[config.mk]
export PLATFORM = sky130hd
export DESIGN_NAME = dbg_csr
export DESIGN_NICKNAME = d
export VERILOG_FILES = /design/src/rtl/dcsr_pkg.sv /design/src/rtl/dcsr_ctrl_bits.sv /design/src/rtl/dcsr_status.sv /design/src/rtl/dcsr_speed.sv /design/src/rtl/dbg_csr.sv
export SDC_FILE = /design/constraint.sdc
export NUM_CORES = 1
export LEC_CHECK = 0
export ABC_AREA = 1
export BUFFER_PORTS_ARGS = -buffer_cell sky130_fd_sc_hd__buf_2
export CORE_MARGIN = 10
export CORE_UTILIZATION = 38
export CTS_CLUSTER_DIAMETER = 60
export DETAILED_ROUTE_END_ITERATION = 12
export GPL_TIMING_DRIVEN = 0
export MAX_ROUTING_LAYER = met4
export PLACE_DENSITY = 0.94
export SYNTH_ARGS = -nofsm -noshare
export SYNTH_HDL_FRONTEND = slang
export SYNTH_SLANG_ARGS = --single-unit
[constraint.sdc]
create_clock -name clk -period 2.25 [get_ports clk]
set_input_delay 0.225 -clock clk [delete_from_list [all_inputs] [get_ports clk]]
set_output_delay 0.225 -clock clk [all_outputs]
set_load 0.01 [all_outputs]
[src/rtl/dcsr_pkg.sv]
// Shared constants for the debug control/status register.
// Assumes an 8-bit register. The bit positions are fixed because the link
// engine and the debug host decode them.
package dcsr_pkg;
    localparam int REG_W  = 8;
    localparam int B_SAFE = 7;
    localparam int B_NOAC = 6;
    localparam int B_DM   = 5;
    localparam int B_HS   = 4;
    localparam int B_OSC  = 3;
    localparam int B_RSTE = 2;
    localparam int B_TRIM = 1;
    localparam int B_PRI  = 0;
endpackage

[src/rtl/dcsr_ctrl_bits.sv]
// Holds the plain writable control fields, the set-only debug-module field,
// the link off flag and the one-cycle system reset pulse.
// Assumes srst_fire_i is already qualified by the debug-module and
// reset-enable fields, and that it outranks a write in the same cycle.
module dcsr_ctrl_bits
    import dcsr_pkg::*;
#(
    parameter int W = REG_W
) (
    input  logic         clk,
    input  logic         rst_n,
    input  logic         wr_en_i,
    input  logic [W-1:0] wdata_i,
    input  logic         srst_fire_i,
    output logic         safe_o,
    output logic         dm_o,
    output logic         osc_o,
    output logic         rste_o,
    output logic         pri_o,
    output logic         off_o,
    output logic         rst_pulse_o
);
    // Register update: power-on reset, qualified soft reset, then debug write.
    always_ff @(posedge clk) begin
        if (!rst_n) begin
            safe_o      <= 1'b0;
            dm_o        <= 1'b0;
            osc_o       <= 1'b0;
            rste_o      <= 1'b0;
            pri_o       <= 1'b0;
            off_o       <= 1'b1;
            rst_pulse_o <= 1'b0;
        end else if (srst_fire_i) begin
            safe_o      <= 1'b0;
            dm_o        <= 1'b0;
            osc_o       <= 1'b0;
            rste_o      <= 1'b0;
            pri_o       <= 1'b0;
            off_o       <= 1'b1;
            rst_pulse_o <= 1'b1;
        end else begin
            rst_pulse_o <= 1'b0;
            if (wr_en_i) begin
                safe_o <= wdata_i[B_SAFE];
                dm_o   <= dm_o | wdata_i[B_DM];
                osc_o  <= wdata_i[B_OSC];
                rste_o <= wdata_i[B_RSTE];
                pri_o  <= wdata_i[B_PRI];
                off_o  <= 1'b0;
            end
        end
    end

    a_r10_pulse_single: assert property (@(posedge clk) disable iff (!rst_n)
        rst_pulse_o |=> !rst_pulse_o);

    a_r4_dm_set_only: assert property (@(posedge clk) disable iff (!rst_n)
        dm_o && !srst_fire_i |=> dm_o);

    a_r11_write_wakes: assert property (@(posedge clk) disable iff (!rst_n)
        wr_en_i && !srst_fire_i |=> !off_o);
endmodule

[src/rtl/dcsr_status.sv]
// Tracks the hardware-owned status bits: the sticky clock-trimmed flag and
// the live bus-not-accessible indication.
// Assumes the core status inputs are synchronous to clk.
module dcsr_status (
    input  logic clk,
    input  logic rst_n,
    input  logic clr_i,
    input  logic ext_rst_i,
    input  logic trimmed_i,
    input  logic halt_i,
    input  logic wfi_i,
    input  logic rdp_i,
    output logic trim_o,
    output logic noacc_o
);
    // Sticky trimmed flag: cleared by any reset source, set by the core flag.
    always_ff @(posedge clk) begin
        if (!rst_n) begin
            trim_o <= 1'b0;
        end else if (clr_i || ext_rst_i) begin
            trim_o <= 1'b0;
        end else if (trimmed_i) begin
            trim_o <= 1'b1;
        end
    end

    // Live bus-blocked status, no storage.
    always_comb noacc_o = halt_i | wfi_i | rdp_i;

    a_r6_ext_clears: assert property (@(posedge clk) disable iff (!rst_n)
        ext_rst_i |=> !trim_o);

    a_r6_trim_sticky: assert property (@(posedge clk) disable iff (!rst_n)
        trim_o && !ext_rst_i && !clr_i |=> trim_o);
endmodule

[src/rtl/dcsr_speed.sv]
// Holds the requested speed bit and the active speed state. A request is
// accepted only while the clock is trimmed. The active state follows the
// request only at idle edges.
// Assumes clr_i already merges the communication reset and a qualified
// soft reset.
module dcsr_speed (
    input  logic clk,
    input  logic rst_n,
    input  logic clr_i,
    input  logic wr_en_i,
    input  logic wr_hs_i,
    input  logic trim_i,
    input  logic idle_i,
    output logic hs_req_o,
    output logic speed_hi_o
);
    logic spd_q;

    // Requested speed: cleared by reset sources, written only when trimmed.
    always_ff @(posedge clk) begin
        if (!rst_n) begin
            hs_req_o <= 1'b0;
        end else if (clr_i) begin
            hs_req_o <= 1'b0;
        end else if (wr_en_i && trim_i) begin
            hs_req_o <= wr_hs_i;
        end
    end

    // Active speed: forced low when untrimmed, updated only at idle edges.
    always_ff @(posedge clk) begin
        if (!rst_n) begin
            spd_q <= 1'b0;
        end else if (clr_i || !trim_i) begin
            spd_q <= 1'b0;
        end else if (idle_i) begin
            spd_q <= hs_req_o;
        end
    end

    // Output gating so that the loss of the trimmed flag shows at once.
    always_comb speed_hi_o = spd_q & trim_i;

    a_r7_hs_locked: assert property (@(posedge clk) disable iff (!rst_n)
        wr_en_i && !trim_i && !clr_i |=> $stable(hs_req_o));

    a_r8_hold_busy: assert property (@(posedge clk) disable iff (!rst_n)
        !idle_i && !clr_i && trim_i |=> $stable(spd_q));

    a_r9_clear_speed: assert property (@(posedge clk) disable iff (!rst_n)
        clr_i |=> !hs_req_o && !speed_hi_o);
endmodule

[src/rtl/dbg_csr.sv]
// Top of the debug control/status register. It qualifies the soft reset,
// merges the clear sources, assembles the read value and drives the
// side-band controls. System-bus writes are discarded and system-bus reads
// return zero.
// Assumes all strobes are one clock wide and synchronous to clk.
module dbg_csr
    import dcsr_pkg::*;
(
    input  logic             clk,
    input  logic             rst_n,
    input  logic             ext_rst,
    input  logic             srst_cmd,
    input  logic             comm_rst,
    input  logic             link_idle,
    input  logic             core_halt,
    input  logic             core_wfi,
    input  logic             core_rdp,
    input  logic             core_trimmed,
    input  logic             dbg_wr_en,
    input  logic [REG_W-1:0] dbg_wdata,
    output logic [REG_W-1:0] dbg_rdata,
    input  logic             sys_wr_en,
    input  logic [REG_W-1:0] sys_wdata,
    output logic [REG_W-1:0] sys_rdata,
    output logic             rst_mask,
    output logic             mem_access_en,
    output logic             speed_hi,
    output logic             osc_off_req,
    output logic             cpu_stall_req,
    output logic             sys_rst_req,
    output logic             iface_off
);
    logic safe_q, dm_q, osc_q, rste_q, pri_q;
    logic trim_q, noacc;
    logic hs_req_q;
    logic srst_fire;

    // Soft reset acts only with both enabling fields set.
    always_comb srst_fire = srst_cmd & dm_q & rste_q;

    dcsr_ctrl_bits #(.W(REG_W)) ctrl_i (
        .clk         (clk),
        .rst_n       (rst_n),
        .wr_en_i     (dbg_wr_en),
        .wdata_i     (dbg_wdata),
        .srst_fire_i (srst_fire),
        .safe_o      (safe_q),
        .dm_o        (dm_q),
        .osc_o       (osc_q),
        .rste_o      (rste_q),
        .pri_o       (pri_q),
        .off_o       (iface_off),
        .rst_pulse_o (sys_rst_req)
    );

    dcsr_status stat_i (
        .clk       (clk),
        .rst_n     (rst_n),
        .clr_i     (srst_fire),
        .ext_rst_i (ext_rst),
        .trimmed_i (core_trimmed),
        .halt_i    (core_halt),
        .wfi_i     (core_wfi),
        .rdp_i     (core_rdp),
        .trim_o    (trim_q),
        .noacc_o   (noacc)
    );

    dcsr_speed spd_i (
        .clk        (clk),
        .rst_n      (rst_n),
        .clr_i      (srst_fire | comm_rst),
        .wr_en_i    (dbg_wr_en),
        .wr_hs_i    (dbg_wdata[B_HS]),
        .trim_i     (trim_q),
        .idle_i     (link_idle),
        .hs_req_o   (hs_req_q),
        .speed_hi_o (speed_hi)
    );

    // Read value assembly at the positions the host decodes.
    always_comb begin
        dbg_rdata         = '0;
        dbg_rdata[B_SAFE] = safe_q;
        dbg_rdata[B_NOAC] = noacc;
        dbg_rdata[B_DM]   = dm_q;
        dbg_rdata[B_HS]   = hs_req_q;
        dbg_rdata[B_OSC]  = osc_q;
        dbg_rdata[B_RSTE] = rste_q;
        dbg_rdata[B_TRIM] = trim_q;
        dbg_rdata[B_PRI]  = pri_q;
    end

    // Side-band controls and the closed system-bus view.
    always_comb begin
        sys_rdata     = '0;
        rst_mask      = safe_q;
        mem_access_en = dm_q & ~noacc;
        osc_off_req   = osc_q;
        cpu_stall_req = pri_q;
    end

    a_r2_sys_ignored: assert property (@(posedge clk) disable iff (!rst_n)
        sys_wr_en && (sys_wdata != '0) && !dbg_wr_en && !srst_fire
        |=> $stable({safe_q, dm_q, osc_q, rste_q, pri_q}));

    a_r10_gated_reset: assert property (@(posedge clk) disable iff (!rst_n)
        srst_cmd && !(dm_q && rste_q) |=> !sys_rst_req);
endmodule

# After elaboration in Yosys (flattened, before gate mapping)
# Cells that the tools add are included.
word_totals:
  regBits: 10
  latch_bits: 0
  ramBits: 0
  mem_bits_ro: 0
  input_bits: 28
  out_inout_bits: 23
  wordCells: 29
  n_memories: 0
op_classes:
  addsub: 0
  n_mul: 0
  div_mod_pow: 0
  n_lt_le_gt_ge: 0
  n_eq_ne: 0
  shift: 0
  muxes: 1
  bitwise_logic: 10
  reduce_logical: 8
op_table:
  columns: ["cell", "count"]
  rows:
  - ["OR reduction 2 bit", 4]
  - ["AND 1 bit", 4]
  - ["bitwise OR 1 bit", 4]
  - ["logical OR 1 bit", 2]
  - ["inverter 1 bit", 2]
  - ["logical AND 1 bit", 1]
  - ["zero test 1 bit", 1]
  - ["2-to-1 mux 1 bit", 1]

# Depth between registers and ports, before layout
logic_depth:
  word_depth: 5
  mapped_depth: 6
  ltp_nobuf: 5

# By module
# From an unflattened synthesis, not the netlist that was laid out.
unflattened:
  cells_unflattened: 78
  hier_area_um2: 531.8
modules_own_cells:
  columns: ["mod", "n_inst", "cells_each", "area_each_um2", "seq_area_each_um2"]
  rows:
  - ["dcsr_ctrl_bits", 1, 28, 226.5, 140.1]
  - ["dbg_csr", 1, 23, 155.1, 0.0]
  - ["dcsr_speed", 1, 19, 103.8, 40.0]
  - ["dcsr_status", 1, 8, 46.3, 20.0]

# Worst setup path before layout
# OpenSTA, ideal clock, no wires.
synth_path:
  path_type: "flip-flop to output port"
  startpoint: "register ctrl_i.dm_o"
  endpoint: "output port mem_access_en"
  arrival_time_ps: 572
  required_time_ps: 2025
  path_slack_ps: 1453
  stages_incl_launch_ff: 3
  path_buffers: 0
  path_cell_list: "dfxtp_1 inv_1 nor2_1"
synth_via:
  elab_chain_len: 1
synth_rtl:
  columns: ["element", "line_no", "text"]
  rows:
  - ["from (decl)", "dcsr_ctrl_bits.sv:16", "output logic dm_o,"]
  - ["from (signal assigned)", "dcsr_ctrl_bits.sv:45", "dm_o <= dm_o | wdata_i[B_DM];"]
  - ["AND 1 bit", "dbg_csr.sv:98", "mem_access_en = dm_q & ~noacc;"]
  - ["to (decl)", "dbg_csr.sv:26", "output logic mem_access_en,"]
# No other way between the ends.

# Worst setup path after layout
layout_path:
  startpoint: "register stat_i.trim_o"
  endpoint: "output port dbg_rdata[1]"
layout_rtl:
  columns: ["element", "line_no", "text"]
  rows:
  - ["from (decl)", "dcsr_status.sv:13", "output logic trim_o,"]
  - ["from (signal assigned)", "dcsr_status.sv:19", "trim_o <= 1'b0;"]
  - ["from (signal assigned)", "dcsr_status.sv:21", "trim_o <= 1'b0;"]
  - ["from (signal assigned)", "dcsr_status.sv:23", "trim_o <= 1'b1;"]
  - ["to (decl)", "dbg_csr.sv:21", "output logic [REG_W-1:0] dbg_rdata,"]
# No word-level cell between the ends.

==> impl_metrics.py <==
metrics = {
    "run_status": {
        "status": "finished clean",
    },
    "placement": {
        "dp_slack_ns": 1.26,
        "placed_cell_area_um2": 756,
        "gp_congestion": 0.699,
        "place.detailed.hpwl_mm": 1.39,
        "port_buffers": 30,
        "dp_cells": 125,
    },
    "power_and_ir_drop": {
        "power_mw": 0.437,
        "internal-power_mw": 0.328,
        "p_leak_nw": 0.460,
        "p_per_area_mw_per_mm2": 551,
        "power_frac_comb_pct": 19.8,
        "pwr-share-seq_pct": 44.0,
        "power.switching_mw": 0.109,
        "p_clk_share_pct": 36.2,
        "vdd_drop_max_v": 0.000245,
        "switching_share_pct": 24.9,
    },
    "global_routing": {
        "grt.met2_usage_pct": 16.7,
        "top_usage_layer": "met2",
        "grt-ovfl-total": 0,
        "grt_pass1_vias": 585,
        "grt_pass1_wl_mm": 2.48,
        "grtUsageTotal_pct": 9.34,
        "grt_max_degree": 9,
        "gr-usage-met1_pct": 7.51,
        "antenna_found_initial": 0,
        "met3_usage_pct": 4.94,
    },
    "timing": {
        "finalWorstPathRequiredPeriod_ns": 1.19,
        "min_period_over_period_pct": 52.8,
        "setup_viol": 0,
        "hold_slack_ns": 0.213,
        "setup_ws_ns": 1.06,
        "fmax_mhz": 842,
        "clock_skew_ns": 0.00159,
        "rsz0062_at_grt": "no",
        "finalSetupTns_ns": 0,
        "hold_viol_final": 0,
        "maxSlewViolCount": 0,
    },
    "worst_setup_path": {
        "slowest_stage": "dfxtp_1",
        "cp.arrival_ns": 0.96,
        "cp_max_fo": 6,
        "critical_path_class": "reg2out",
        "cp_num_buf_inv": 2,
        "cpPeakStageDelay_ns": 0.44,
        "worstPathCellList": "buf_4, buf_2",
        "crit_family": "flip-flops",
        "end_kind": "output pin",
        "reg2reg_slack_ns": 1.43,
        "required_ns": 2.03,
        "start_kind": "flip-flop",
    },
    "drt": {
        "via_per_inst": 4.17,
        "drc": 0,
        "drt-initial-drc-count": 12,
        "first_pass_iters": 4,
        "wirelength_mm": 1.55,
        "num_vias": 538,
        "wl_per_cell_um": 12.0,
        "ant_nets": 0,
    },
    "layout": {
        "drive_above_1_share_pct": 53.5,
        "final_area_um2": 792,
        "fin_nets": 143,
        "areaGrowthSynthToFinish_pct": 41.3,
        "diodes": 0,
        "instances_no_fill": 129,
        "fin_util_pct": 58.7,
        "nFillCells": 131,
    },
    "clocking": {
        "clock-sinks": 10,
        "cts_buffers": 3,
        "clock_latency_ns": 0.26,
        "cts-resized-gates": 0,
        "clkTransAtPathRegs_ns": 0.06,
        "h-tree-depth": 1,
        "cts_hold_buf": 0,
        "postCtsSetupRepairBufs": 0,
        "clk_path_buf_depth": 2,
        "cts_tree": "done",
        "cts_root_buf": "clkbuf_4",
    },
    "synth": {
        "ys_seq_area_share_pct": 35.7,
        "ys_seq_elements": 10,
        "synth_area_um2": 561,
        "synth.distinct_cells": 15,
        "synthCells": 73,
        "syn_avg_cell_area_um2": 7.68,
        "yosys_warnings": 0,
    },
    "run": {
        "cap_violations": 0,
    },
    "floorplanning": {
        "die_width_um": 58.4,
        "core-area_mm2": 0.00135,
        "die_h_um": 58.4,
        "dieArea_mm2": 0.00341,
        "top_level_ports": 51,
        "start_util_pct": 41.5,
        "rows": 13,
    },
    "min_path": {
        "holdCritPathClass": "in2reg",
    },
}
cells in the final DEF, fill, tap and decap left out, types with 2 or more instances in the layout:
cell type  instances
nand2_1           16
buf_4             16
buf_2             30
a21oi_2            4
clkbuf_4           3
inv_1              9
nand3_2            3
nand3_1            2
conb_1             8
dfxtp_1           10
nor2_1             6
final cells by class:
class	instances	area, um^2	area share [%]
Buffer	17	131	16.6
Tap cell	15	18.8	2.37
Clock buffer	4	36.3	4.58
Inverter	10	37.5	4.74
Timing Repair Buffer	30	150	19.0
Multi-Input combinational cell	43	218	27.5
Sequential cell	10	200	25.3
flip-flops by register name, indices dropped and copies added, names as in the netlist:
name,count
ctrl_i.dm_o,1
ctrl_i.off_o,1
ctrl_i.osc_o,1
ctrl_i.pri_o,1
ctrl_i.rst_pulse_o,1
ctrl_i.rste_o,1
ctrl_i.safe_o,1
spd_i.hs_req_o,1
spd_i.spd_q,1
stat_i.trim_o,1
worst paths after layout:
kind,depth (start not counted),startpoint,end
hold reg to reg,2,ctrl_i.off_o$_SDFFE_PP1P_,ctrl_i.off_o$_SDFFE_PP1P_
setup / recovery,2,stat_i.trim_o$_SDFFE_PP0P_,dbg_rdata[1]
hold / removal,2,rst_n,ctrl_i.off_o$_SDFFE_PP1P_
setup reg to reg,3,ctrl_i.dm_o$_SDFFE_PP0P_,ctrl_i.dm_o$_SDFFE_PP0P_
cell families after synthesis:
kind of cell,after synthesis,share of synthesized area (%)
and+or+nand+nor,29,25.0
DFF,10,35.7
other,1,0.669
buffers and inverters,27,30.1
AOI/OAI and AO/OA,6,8.48
metal layers:
metal | up-vias | routed length (um) | part of all wire (%)
met5 | - | 0 | 0
met4 | 0 | 19 | 1.2
met3 | 2 | 178 | 12
met2 | 24 | 833 | 54
met1 | 234 | 515 | 33
li1 | 278 | - | -
cell usage after synthesis, drive strengths merged:
master / n / area (um^2)
nand3: 5 / 40.0
nor2: 7 / 28.8
dfxtp: 10 / 200
a21oi: 5 / 40.0
inv: 10 / 37.5
conb: 1 / 3.75
nand2: 17 / 71.3
buf: 17 / 131
o21bai: 1 / 7.51
power by group through the flow:
stage	clock network (mW)	registers (mW)	logic (mW)
floorplan	0	0.197	0.0533
global placement	0	0.195	0.0832
detailed placement	0	0.196	0.0869
CTS	0.166	0.192	0.0871
global route	0.171	0.193	0.0954
finish	0.158	0.192	0.0866
(Power assumes the default switching activity.)
